$ cat config.mk
export PLATFORM = sky130hd
export DESIGN_NAME = strobe_shift_reg
export DESIGN_NICKNAME = d
export VERILOG_FILES = /design/src/rtl/sreg_pkg.sv /design/src/rtl/sreg_sync_edge.sv /design/src/rtl/sreg_shift_core.sv /design/src/rtl/sreg_out_latch.sv /design/src/rtl/strobe_shift_reg.sv
export SDC_FILE = /design/constraint.sdc
export NUM_CORES = 1
export LEC_CHECK = 0
export BUFFER_PORTS_ARGS = -buffer_cell sky130_fd_sc_hd__buf_2
export CELL_PAD_IN_SITES_DETAIL_PLACEMENT = 1
export CELL_PAD_IN_SITES_GLOBAL_PLACEMENT = 2
export CORE_ASPECT_RATIO = 0.6
export CORE_MARGIN = 2
export CORE_UTILIZATION = 27
export DETAILED_ROUTE_END_ITERATION = 8
export PLACE_DENSITY_LB_ADDON = 0.1
export SLEW_MARGIN = 20
export SYNTH_ARGS = -nofsm -noshare
export SYNTH_HDL_FRONTEND = slang
export SYNTH_SLANG_ARGS = --single-unit
$ cat constraint.sdc
create_clock -name clk -period 1 [get_ports clk]
set_input_delay 0.15 -clock clk [delete_from_list [all_inputs] [get_ports clk]]
set_output_delay 0.15 -clock clk [all_outputs]
set_load 0.01 [all_outputs]
$ cat src/rtl/sreg_pkg.sv
package sreg_pkg;
  // Bundle of asynchronous serial controls that share one synchroniser
  typedef struct packed {
    logic sclk;
    logic data;
    logic strobe;
  } serial_ctl_t;

  localparam serial_ctl_t CTL_IDLE = '{sclk: 1'b0, data: 1'b0, strobe: 1'b0};
endpackage

$ cat src/rtl/sreg_sync_edge.sv
module sreg_sync_edge
  import sreg_pkg::*;
#(
  parameter int STAGES = 2
) (
  input  logic        clk,
  input  logic        rst,
  input  serial_ctl_t raw_ctl,
  output serial_ctl_t sync_ctl,
  output logic        rise_evt,
  output logic        fall_evt
);
  serial_ctl_t pipe [STAGES];
  logic        sclk_prev;

  genvar gi;
  generate
    for (gi = 0; gi < STAGES; gi++) begin : g_sync
      if (gi == 0) begin : g_first
        always_ff @(posedge clk) begin
          if (rst) pipe[0] <= CTL_IDLE;
          else     pipe[0] <= raw_ctl;
        end
      end else begin : g_next
        always_ff @(posedge clk) begin
          if (rst) pipe[gi] <= CTL_IDLE;
          else     pipe[gi] <= pipe[gi-1];
        end
      end
    end
  endgenerate

  always_ff @(posedge clk) begin
    if (rst) sclk_prev <= 1'b0;
    else     sclk_prev <= pipe[STAGES-1].sclk;
  end

  assign sync_ctl = pipe[STAGES-1];
  assign rise_evt = sync_ctl.sclk & ~sclk_prev;
  assign fall_evt = ~sync_ctl.sclk & sclk_prev;
endmodule

$ cat src/rtl/sreg_shift_core.sv
module sreg_shift_core #(
  parameter int WIDTH = 8
) (
  input  logic             clk,
  input  logic             rst,
  input  logic             rise_evt,
  input  logic             fall_evt,
  input  logic             data_bit,
  output logic [WIDTH-1:0] stage_q,
  output logic [WIDTH-1:0] stage_nxt,
  output logic             cas_rise,
  output logic             cas_fall
);
  localparam int LAST = WIDTH - 1;

  function automatic logic [WIDTH-1:0] push_bit(input logic [WIDTH-1:0] cur,
                                                input logic b);
    return {cur[LAST-1:0], b};
  endfunction

  always_comb begin
    stage_nxt = rise_evt ? push_bit(stage_q, data_bit) : stage_q;
  end

  always_ff @(posedge clk) begin
    if (rst) begin
      stage_q  <= '0;
      cas_rise <= 1'b0;
      cas_fall <= 1'b0;
    end else begin
      stage_q <= stage_nxt;
      if (rise_evt) cas_rise <= stage_q[LAST];
      if (fall_evt) cas_fall <= stage_q[LAST];
    end
  end
endmodule

$ cat src/rtl/sreg_out_latch.sv
module sreg_out_latch #(
  parameter int WIDTH = 8
) (
  input  logic             clk,
  input  logic             rst,
  input  logic             strobe,
  input  logic             oe,
  input  logic [WIDTH-1:0] stage_nxt,
  output logic [WIDTH-1:0] latch_q,
  output logic [WIDTH-1:0] drv_en
);
  always_ff @(posedge clk) begin
    if (rst)         latch_q <= '0;
    else if (strobe) latch_q <= stage_nxt;
  end

  assign drv_en = {WIDTH{oe}};
endmodule

$ cat src/rtl/strobe_shift_reg.sv
module strobe_shift_reg
  import sreg_pkg::*;
#(
  parameter int WIDTH       = 8,
  parameter int SYNC_STAGES = 2
) (
  input  logic             clk,
  input  logic             rst,
  input  logic             sclk_in,
  input  logic             sdata_in,
  input  logic             strobe_in,
  input  logic             oe_in,
  output logic [WIDTH-1:0] par_val,
  output logic [WIDTH-1:0] par_drv_en,
  output logic             cas_rise,
  output logic             cas_fall
);
  serial_ctl_t      raw_ctl;
  serial_ctl_t      sync_ctl;
  logic             rise_evt;
  logic             fall_evt;
  logic             data_s;
  logic             strobe_s;
  logic [WIDTH-1:0] stage_q;
  logic [WIDTH-1:0] stage_nxt;

  assign raw_ctl = '{sclk: sclk_in, data: sdata_in, strobe: strobe_in};

  sreg_sync_edge #(.STAGES(SYNC_STAGES)) sync_i (
    .clk      (clk),
    .rst      (rst),
    .raw_ctl  (raw_ctl),
    .sync_ctl (sync_ctl),
    .rise_evt (rise_evt),
    .fall_evt (fall_evt)
  );

  assign data_s   = sync_ctl.data;
  assign strobe_s = sync_ctl.strobe;

  sreg_shift_core #(.WIDTH(WIDTH)) core_i (
    .clk       (clk),
    .rst       (rst),
    .rise_evt  (rise_evt),
    .fall_evt  (fall_evt),
    .data_bit  (data_s),
    .stage_q   (stage_q),
    .stage_nxt (stage_nxt),
    .cas_rise  (cas_rise),
    .cas_fall  (cas_fall)
  );

  sreg_out_latch #(.WIDTH(WIDTH)) latch_i (
    .clk       (clk),
    .rst       (rst),
    .strobe    (strobe_s),
    .oe        (oe_in),
    .stage_nxt (stage_nxt),
    .latch_q   (par_val),
    .drv_en    (par_drv_en)
  );
endmodule

==> flow_metrics.env <==
export IMPL_cp_num_buf_inv=1
export IMPL_critPathTopFamily="flip-flops"
export IMPL_grt_pass1_vias=576
export IMPL_antenna_found_initial=0
export IMPL_start_util_pct=27.8
export IMPL_clkLatencyLatePin_ns=0.26
export IMPL_vdd_drop_max_uv=690
export IMPL_grt_setup_unrepaired="true"
export IMPL_grt_usage_pct=8.78
export IMPL_cp_start_kind="register"
export IMPL_cts_hold_buf=0
export IMPL_fin_nets=99
export IMPL_drv_cap=0
export IMPL_final_max_slew_viol_count=0
export IMPL_ios=24
export IMPL_place_gp_congestion=0.617
export IMPL_drtIter0Drc=24
export IMPL_arrival_ns=1.27
export IMPL_cts_buffers=3
export IMPL_period_minus_slack_ns=1.12
export IMPL_worst_pin_slew_ns=0.192
export IMPL_place_hpwl_um=1060
export IMPL_crit_path_end_kind="register"
export IMPL_cp_max_fo=9
export IMPL_timing_critical_path_cells="nor2b_4, buf_12, mux2i_2, a211oi_1"
export IMPL_finish_utilization_pct=34.3
export IMPL_coreArea_sq_um=3200
export IMPL_layout_commonest_cell="dfxtp_1"
export IMPL_synthXorXnorAreaFrac_pct=0
export IMPL_wl_um=1510
export IMPL_synthAdderAreaFrac_pct=0
export IMPL_diodes=0
export IMPL_grt_max_degree=17
export IMPL_numClockSinks=25
export IMPL_drc_errors=0
export IMPL_postSynthCellCount=83
export IMPL_grt_ovfl_total=0
export IMPL_htree_levels=1
export IMPL_stdcell_count=137
export IMPL_violations="negative setup slack"
export IMPL_synth_simple_gate_area_share_pct=14.8
export IMPL_setup_worst_path_class="reg2reg"
export IMPL_r2r_start="sync_i.pipe[1][2]"
export IMPL_hold_start="sdata_in"
export IMPL_area_growth_pct=23.3
export IMPL_route_vias_total=563
export IMPL_relSlewSlack_pct=86.9
export IMPL_yosysUniqueCellTypes=12
export IMPL_p_leak_nw=0.413
export IMPL_finalHoldViolCount=0
export IMPL_path_clk_slew_ns=0.08
export IMPL_skew_ns=0.00470
export IMPL_fin_crit_sh_pct=112
export IMPL_drtAntennaViolNets=0
export IMPL_synth_cell_area_sq_um=890
export IMPL_synth_mux_area_share_pct=11.3
export IMPL_synth_warnings=0
export IMPL_max_stage_delay_ns=0.34
export IMPL_dp_cells=133
export IMPL_cts_root_buf="clkbuf_8"
export IMPL_die_h_um=48.5
export IMPL_wl_per_cell_um=11.0
export IMPL_cts_max_path_buffers=2
export IMPL_drtPass1Iterations=2
export IMPL_crit_start="sync_i.pipe[1][2]"
export IMPL_status="complete, but fails checks"
export IMPL_setup_viol=16
export IMPL_crit_path_top_delay_cell="dfxtp_2"
export IMPL_grt_first_pass_wirelength_um=2550
export IMPL_p_per_area_nw_per_um2=1590
export IMPL_synth_compound_gate_area_share_pct=6.75
export IMPL_worstPathRequired_ns=1.15
export IMPL_max_freq_ghz=0.889
export IMPL_ys_ff_latch=25
export IMPL_postCtsSetupBuffers=0
export IMPL_numPortBuffers=14
export IMPL_drive_above_1_share_pct=38.0
export IMPL_synth_avg_cell_area_sq_um=10.7
export IMPL_most_common_layout_cells="dfxtp_1 (23), nor2_1 (18), buf_2 (14)"
export IMPL_rows=16
export IMPL_die_area_sq_um=3780
export IMPL_fin_ws_ns=-0.125
export IMPL_dieWidth_um=78.1
export IMPL_via_per_inst=4.11
export IMPL_cts_tree="built"
export IMPL_syn_nets=89
export IMPL_synth_top_family_by_area="simple AND/OR/NAND/NOR gates"
export IMPL_yosysSeqAreaShare_pct=56.3
export IMPL_hold_path_class="in2reg"
-- routing by layer --
metal | vias to the layer above | GRT usage, % | wire length, um
met5 | - | 0 | 0
met4 | 0 | 2.05 | 0
met3 | 0 | 4.48 | 103
met2 | 12 | 13.4 | 672
met1 | 269 | 11.2 | 732
li1 | 282 | - | -
-- cell type report --
type | count | area [sq um]
fill | 378 | 2110
sequential | 25 | 503
multi-input combinational | 45 | 367
timing repair buffer | 18 | 125
tap | 45 | 56.3
clock buffer | 3 | 41.3
clock inverter | 1 | 5.00
-- worst reg2reg max path, delay by kind of cell (launching register included) --
| kind | cells | cell delay (ns) |
|---|---|---|
| buf+inv | 1 | 0.17 |
| flops | 1 | 0.34 |
| mux | 1 | 0.26 |
| simple gates | 1 | 0.15 |
| compound gates | 1 | 0.09 |
-- registers in the layout (all words and copies together), names as in the netlist --
signal	count
sync_i.pipe	6
core_i.stage_q	8
sync_i.sclk_prev	1
latch_i.latch_q	8
core_i.cas_rise	1
core_i.cas_fall	1
-- logic make-up (layout without fill, tap and decap cells) --
logic type,count (synthesis),in the layout
flops,25,25
mux,10,10
compound gates,8,8
simple gates,27,27
buf+inv,13,22
-- timing repair --
| action | 4_1_cts | 5_1_grt |
|---|---|---|
| cloned | 0 | 0 |
| endpoints found under the setup margin | 16 | 17 |
| gates resized for setup | 6 | 9 |
-- stage by stage --
stage | TNS (ns) | hold WS, ns | worst slack (ns) | power [W] | area [sq um]
2_1_floorplan | -0.0259 | 0.214 | -0.00323 | 0.00116 | 891
3_3_place_gp | -0.648 | 0.301 | -0.0960 | 0.00118 | 975
3_5_place_dp | -0.801 | 0.301 | -0.0900 | 0.00118 | 975
4_1_cts | -1.21 | 0.0844 | -0.106 | 0.00178 | 1050
5_1_grt | -2.41 | 0.0788 | -0.181 | 0.00184 | 1100
6_report | -1.34 | 0.0886 | -0.125 | 0.00174 | 1100
-- synth_stat cells, drive strengths merged --
library cell / instances / area (sq um)
dfxtp: 25 / 500
clkbuf: 3 / 12.5
mux2i: 10 / 100
a211oi: 8 / 60.1
nor2: 18 / 67.6
nor2b: 8 / 57.6
buf: 10 / 85.1
nand2b: 1 / 6.26
-- power breakdown --
part	leakage, nW	total [W]	switching, W	internal [W]
Clock	0.0255	0.000579	0.000301	0.000278
Sequential	0.205	0.00104	0.0000123	0.00102
Combinational	0.183	0.000129	0.0000638	0.0000647
Total	0.413	0.00174	0.000377	0.00137
-- worst paths after layout --
kind	end	slack, ns	depth (start not counted)
worst max-delay path	latch_i.latch_q[6]	-0.12	4
worst min register to register	sync_i.pipe[1][2]	0.44	1
worst max register to register	latch_i.latch_q[6]	-0.12	4
worst min-delay path	sync_i.pipe[0][1]	0.09	2
No activity file was read; power rests on OpenSTA's default activity.
